===== src/rtl/evc_pkg.sv =====
package evc_pkg;
  localparam int unsigned SLOT_W   = 3;
  localparam int unsigned N_SLOTS  = 1 << SLOT_W;
  localparam int unsigned CTRL_W   = 32;
  localparam int unsigned HI_BASE  = 24;
  // slots that own an enable bit: 1,2,3,4,6,7
  localparam logic [N_SLOTS-1:0] SLOT_MASK = 8'b1101_1110;
  typedef logic [SLOT_W-1:0] slot_t;
endpackage


===== src/rtl/evc_offset_decode.sv =====
module evc_offset_decode
  import evc_pkg::*;
#(
  parameter int unsigned OFF_W = 8
) (
  input  logic [OFF_W-1:0]   offset_i,
  output logic               hit_o,
  output slot_t              slot_o,
  output logic [N_SLOTS-1:0] onehot_o
);
  localparam int unsigned SPAN = N_SLOTS * 4;

  logic aligned, in_range;

  always_comb begin
    aligned  = (offset_i[1:0] == 2'b00);
    in_range = ({{(32-OFF_W){1'b0}}, offset_i} < SPAN);
    slot_o   = offset_i[SLOT_W+1:2];
    hit_o    = aligned && in_range && SLOT_MASK[slot_o];
    onehot_o = '0;
    if (hit_o) onehot_o[slot_o] = 1'b1;
  end
endmodule


===== src/rtl/evc_bank_select.sv =====
module evc_bank_select
  import evc_pkg::*;
#(
  parameter bit HAS_SECURITY = 1'b1
) (
  input  logic [CTRL_W-1:0]  en_i,
  input  logic               secure_i,
  output logic [N_SLOTS-1:0] bank_o
);
  logic [N_SLOTS-1:0] lo_bank, hi_bank;

  assign lo_bank = en_i[N_SLOTS-1:0] & SLOT_MASK;
  assign hi_bank = {en_i[HI_BASE+N_SLOTS-1:HI_BASE+1], 1'b0} & SLOT_MASK;

  generate
    if (HAS_SECURITY) begin : g_sec
      assign bank_o = secure_i ? lo_bank : hi_bank;
    end else begin : g_nosec
      logic unused_hi;
      assign unused_hi = ^hi_bank ^ secure_i;
      assign bank_o    = lo_bank;
    end
  endgenerate
endmodule


===== src/rtl/exc_vector_catch.sv =====
module exc_vector_catch
  import evc_pkg::*;
#(
  parameter int unsigned OFF_W        = 8,
  parameter bit          HAS_SECURITY = 1'b1
) (
  input  logic              clk_i,
  input  logic              rst_ni,
  input  logic              entry_valid_i,
  input  logic [OFF_W-1:0]  entry_offset_i,
  input  logic              secure_i,
  input  logic [31:0]       catch_en_i,
  output logic              catch_o,
  output logic [2:0]        catch_vec_o
);
  logic               dec_hit;
  slot_t              dec_slot;
  logic [N_SLOTS-1:0] dec_onehot, bank;
  logic               match;

  evc_offset_decode #(.OFF_W(OFF_W)) u_dec (
    .offset_i (entry_offset_i),
    .hit_o    (dec_hit),
    .slot_o   (dec_slot),
    .onehot_o (dec_onehot)
  );

  evc_bank_select #(.HAS_SECURITY(HAS_SECURITY)) u_bank (
    .en_i     (catch_en_i),
    .secure_i (secure_i),
    .bank_o   (bank)
  );

  assign match = entry_valid_i && dec_hit && |(dec_onehot & bank);

  always_ff @(posedge clk_i or negedge rst_ni) begin
    if (!rst_ni) begin
      catch_o     <= 1'b0;
      catch_vec_o <= '0;
    end else begin
      catch_o <= match;
      if (match) catch_vec_o <= dec_slot;
    end
  end
endmodule


===== config.mk =====
export PLATFORM = sky130hd
export DESIGN_NAME = exc_vector_catch
export DESIGN_NICKNAME = d
export VERILOG_FILES = /design/src/rtl/evc_pkg.sv /design/src/rtl/evc_offset_decode.sv /design/src/rtl/evc_bank_select.sv /design/src/rtl/exc_vector_catch.sv
export SDC_FILE = /design/constraint.sdc
export NUM_CORES = 1
export LEC_CHECK = 0
export ABC_AREA = 0
export BUFFER_PORTS_ARGS = -buffer_cell sky130_fd_sc_hd__buf_2
export CAP_MARGIN = 10
export CORE_MARGIN = 3
export CORE_UTILIZATION = 35
export CTS_CLUSTER_SIZE = 14
export DETAILED_ROUTE_END_ITERATION = 12
export MAX_ROUTING_LAYER = met4
export PLACE_DENSITY = 0.86
export SYNTH_ARGS = -nofsm -noshare
export SYNTH_HDL_FRONTEND = slang
export SYNTH_HIERARCHICAL = 1
export SYNTH_SLANG_ARGS = --single-unit

===== constraint.sdc =====
create_clock -name clk_i -period 0.9 [get_ports clk_i]
set_input_delay 0.27 -clock clk_i [delete_from_list [all_inputs] [get_ports clk_i]]
set_output_delay 0.27 -clock clk_i [all_outputs]
set_load 0.01 [all_outputs]

# Word-level counts from Yosys, hierarchy flattened
# Memory sizes are Yosys's and may differ from the RTL's.
# Index checks and enable logic that the tools add are counted.
dict set report totals {
  ff_bits 4
  latch_bits 0
  ramBits 0
  romBits 8
  in_bits 44
  memories 1
}
# name depth width read_ports rd_ports_with_merged_regs write_ports line_no
set memory_table {}
lappend memory_table {{(no name shown)} 8 1 1 0 0 evc_offset_decode.sv:19} ;# hit_o = aligned && in_range && SLOT_MASK[slot_o];
dict set report op_classes {
  addsub 0
  n_mul 0
  div 0
  order_cmp 3
  eq_ne 0
  n_shift 0
  n_mux 5
  bitwise_logic 1
  n_reduce_logical 7
}
# operator n
set ops {}
lappend ops {{$mux 8} 2}
lappend ops {{$and 8x8->8} 1}
lappend ops {{$lt 8x6->1 const B} 1}
lappend ops {{$reduce_or 8->1} 1}
lappend ops {{$logic_and 1x1->1} 5}
lappend ops {{$lt 3x4->1 const B} 1}
lappend ops {{$demux 1 s3} 1}
lappend ops {{$ge 3x1->1 const B} 1}
lappend ops {{$logic_not 2->1} 1}
lappend ops {{$mux 1} 2}

# Depth between registers and ports, before layout
dict set report depth {
  word_depth 8
  ltp_mapped 6
  mapped_depth_nobuf 5
}

# Modules after synthesis
# The synthesis kept the hierarchy.
# module n_inst cells_per_inst area_each_um2
set modules_own_cells {}
lappend modules_own_cells {exc_vector_catch 1 13 244.0}
lappend modules_own_cells {evc_offset_decode 1 22 141.4}
lappend modules_own_cells {evc_bank_select 1 10 120.1}

# Least setup slack after synthesis
# OpenSTA, ideal clock, no wires.
dict set report synth_timing {
  path_type {input -> register}
  start {input entry_offset_i[7]}
  end {register catch_vec_o[0]}
  arrival_time_ps 1838
  required_time_ps 775
  setup_slack_ps -1063
  path_stages 6
  n_path_buf 1
  path_cell_list {or3_1 > clkbuf_2 > nor4_1 > a22oi_4 > a41oi_4 > mux2_4}
}
dict set report synth_via {
  elab_chain_cells 7
}
# item line_no
set synth_lines {}
lappend synth_lines {{start: declaration} exc_vector_catch.sv:10} ;# input logic [OFF_W-1:0] entry_offset_i,
lappend synth_lines {{$lt 8x6->1} evc_offset_decode.sv:17} ;# in_range = ({{(32-OFF_W){1'b0}}, offset_i} < SPAN);
lappend synth_lines {{$logic_and 1x1->1 (2 in series)} evc_offset_decode.sv:19}
lappend synth_lines {{$mux 8} evc_offset_decode.sv:21} ;# if (hit_o) onehot_o[slot_o] = 1'b1;
lappend synth_lines {{via dec_onehot[1]} exc_vector_catch.sv:18} ;# logic [N_SLOTS-1:0] dec_onehot, bank;
lappend synth_lines {{$and 8x8->8} exc_vector_catch.sv:34} ;# assign match = entry_valid_i && dec_hit && |(dec_onehot & bank);
lappend synth_lines {{$reduce_or 8->1} exc_vector_catch.sv:34}
lappend synth_lines {{$logic_and 1x1->1} exc_vector_catch.sv:34}
lappend synth_lines {{via match} exc_vector_catch.sv:19} ;# logic match;
lappend synth_lines {{end signal: assignment} exc_vector_catch.sv:42} ;# if (match) catch_vec_o <= dec_slot;
lappend synth_lines {{end: declaration} exc_vector_catch.sv:14} ;# output logic [2:0] catch_vec_o
# The timed path passes the listed nets, and every way through them passes these cells.
# A chain may end at the register's enable or synchronous reset.

# Worst setup path in the final report
dict set report layout_timing {
  start {input entry_offset_i[7]}
  end {register catch_vec_o[1]}
}
# The elaborated chain is that of the path after synthesis.

==> impl_metrics.yaml <==
clocking:
  cts.sinks: 4
  numCtsBuffers: 3
  cts_buffer_depth: 2
  htreeDepth: 1
  insertion_delay_ns: 0.24
  clockRootBuffer: "clkbuf_4"
  tritoncts: "yes"
  clk_pin_slew_worst_paths_ns: 0.04
routing:
  wl_per_cell_um: 13.58
  drtIter0Drc: 9
  drt-total-wl_um: 1290
  vias: 474
  via_per_inst: 4.989
  drc: 0
  ant_nets: 0
  drt-pass1-iter-count: 3
yosys:
  avgSynthCellArea_sq_um: 11.23
  ys_seq_elements: 4
  synthFlopType: "dfrtp_1"
  yosysTopAreaCell: "mux2_4"
  syn_area_sq_um: 505.5
  synth-seq-area-share: 0.1980
  synth_enable_flop_cells: 0
  synth_common_cells: "mux2_4, buf_4, dfrtp_1, nor4_1"
  synthTopCellsByArea: "mux2_4, dfrtp_1, buf_4"
  async_flop_share: 1.000
  synth_cell_types: 21
  synthCells: 45
  ys.warnings.count: 6
  synth.top_cell.area_share: 0.2673
  synth.most_common_cell: "mux2_4"
layout:
  fin_area_sq_um: 832.0
  nets: 126
  antenna_cells: 0
  drive_above_1_share: 0.8250
  area_growth_pct: 64.60
job:
  max_cap_viol_count: 0
grt:
  grt_pass1_vias: 496
  grt_first_pass_wirelength_um: 2035
  grt.total_usage: 0.1477
  grt_max_degree: 8
  antenna_found_initial: 0
  overflow: 0
power_and_ir_drop:
  p_per_area_mw_per_mm2: 872.8
  leakage_uw: 0.0004300
  irDropWorstVdd_uv: 480.2
critical_path:
  critPathLaunch: "entry_offset_i[7]"
  cp.required_ns: 1.02
  arrival_ns: 1.84
  setup.worst_path.end_class: "register"
  critPathLaunchType: "input pin"
  cp_max_fo: 7
  crit_type: "in2reg"
  r2r-start: "catch_vec_o[1]"
placement:
  finalWeightedCongestion: 0.7317
  dp_hpwl_um: 1040
  portBuffers: 27
  post_dp_cell_area_sq_um: 721.9
floorplanning:
  rows: 13
  start_util: 0.3790
  die_area_sq_mm: 0.001936
  boundaryPins: 48
  die_x_um: 44.01
  die_h_um: 44.01
  core_area_sq_mm: 0.001334
outcome:
  failed_checks: "negative setup slack"
  status: "complete, but fails checks"
timing:
  final.setup_skew_ns: 0
  setup_violations: 8
  slew_viol_final: 0
  finalSetupTns_ns: -3.359
  hold_violations: 0
  min_period_ns: 1.721
  fmax_mhz: 580.9
  rsz0062_at_grt: "true"
  fin_hold_ws_ns: 0.3073
  period_share: 1.913
  finalWorstSetupSlack_ns: -0.8214
min_path:
  worstHoldPathType: "in2reg"
  hp-start: "entry_valid_i"
[logic make-up after synthesis]
group	Yosys count	synth area share
simple gates	13	0.1633
compound gates	6	0.2054
mux	9	0.2673
buf+inv	11	0.1510
flops	4	0.1980
other cells	2	0.01486
[final timing paths]
| check | endpoint | slack (ns) | cells after the start |
|---|---|---|---|
| min in group asynchronous | catch_vec_o[1] | 0.39 | 2 |
| worst min-delay path | catch_o | 0.31 | 3 |
| worst min register to register | catch_vec_o[2] | 0.59 | 2 |
| worst max register to register | catch_vec_o[1] | 0.01 | 2 |
| worst max-delay path | catch_vec_o[1] | -0.82 | 7 |
| max in group asynchronous | catch_vec_o[2] | 0.40 | 2 |
[where the power goes]
| part | total [uW] | switching [uW] | internal [uW] | leakage (uW) |
|---|---|---|---|---|
| registers | 203 | 7.04 | 196 | 0.0000545 |
| clock network | 226 | 76.2 | 149 | 0.0000138 |
| logic | 298 | 131 | 167 | 0.000362 |
| total | 726 | 214 | 512 | 0.000430 |
[layer usage]
metal	vias to the layer above	track usage	wire, um
li1	229	-	-
met1	228	0.1750	542
met2	15	0.2471	671
met3	2	0.01245	61
met4	0	0.07229	14
met5	-	-	0
[layout by cell type (no fill, tap or decap), drive strengths merged]
cell         netlist  layout
dlygate4sd3        0       1
nor4               4       4
nand2              1       1
inv                1       1
nor3               1       1
conb               2       4
nor2               1       1
a41oi              1       1
buf                8      39
a22oi              4       4
mux2               9       9
or3                1       1
nand2b             2       2
nor4b              1       1
dfrtp              4       4
or2                1       1
nand3              1       1
a311oi             1       1
clkbuf             2       3
[metrics by stage]
stage	cells	utilization	worst slack, ns	power, uW
after floorplan	47	-	-0.9558	369.6
after global placement	88	0.5413	-1.098	445.6
after CTS	95	0.6013	-0.8565	718.7
after global routing	95	0.6238	-0.8764	763.4
final	95	0.6238	-0.8214	726.2
after detailed placement	88	0.5413	-1.200	455.4
[cell type report]
type                    instances  area, sq um
repair buffers                 40        249.0
clock buffers                   3        22.52
flip-flops and latches          4        100.1
multi-input cells              32        437.9
inverters                       1        3.754
well taps                      15        18.77
fillers                       109        501.7
[timing repair]
action / 4_1_cts / 5_1_grt
setup endpoints to repair: 8 / 8
pin swaps: 1 / 4
gates resized for setup: 4 / 6
hold buffers: 1 / 0
buffers inserted: 3 / 0
hold endpoints to repair: 4 / 0
[worst max-delay path: stages]
cell	delay [ns]
buf_6	0.09
or3_4	0.38
buf_8	0.16
nor4_4	0.26
a22oi_4	0.09
a41oi_4	0.26
mux2_4	0.33
[state kept, by name, indices dropped and copies added, names as in the netlist]
signal       flops
catch_o          1
catch_vec_o      3
Power figures use the tool's default switching activity.
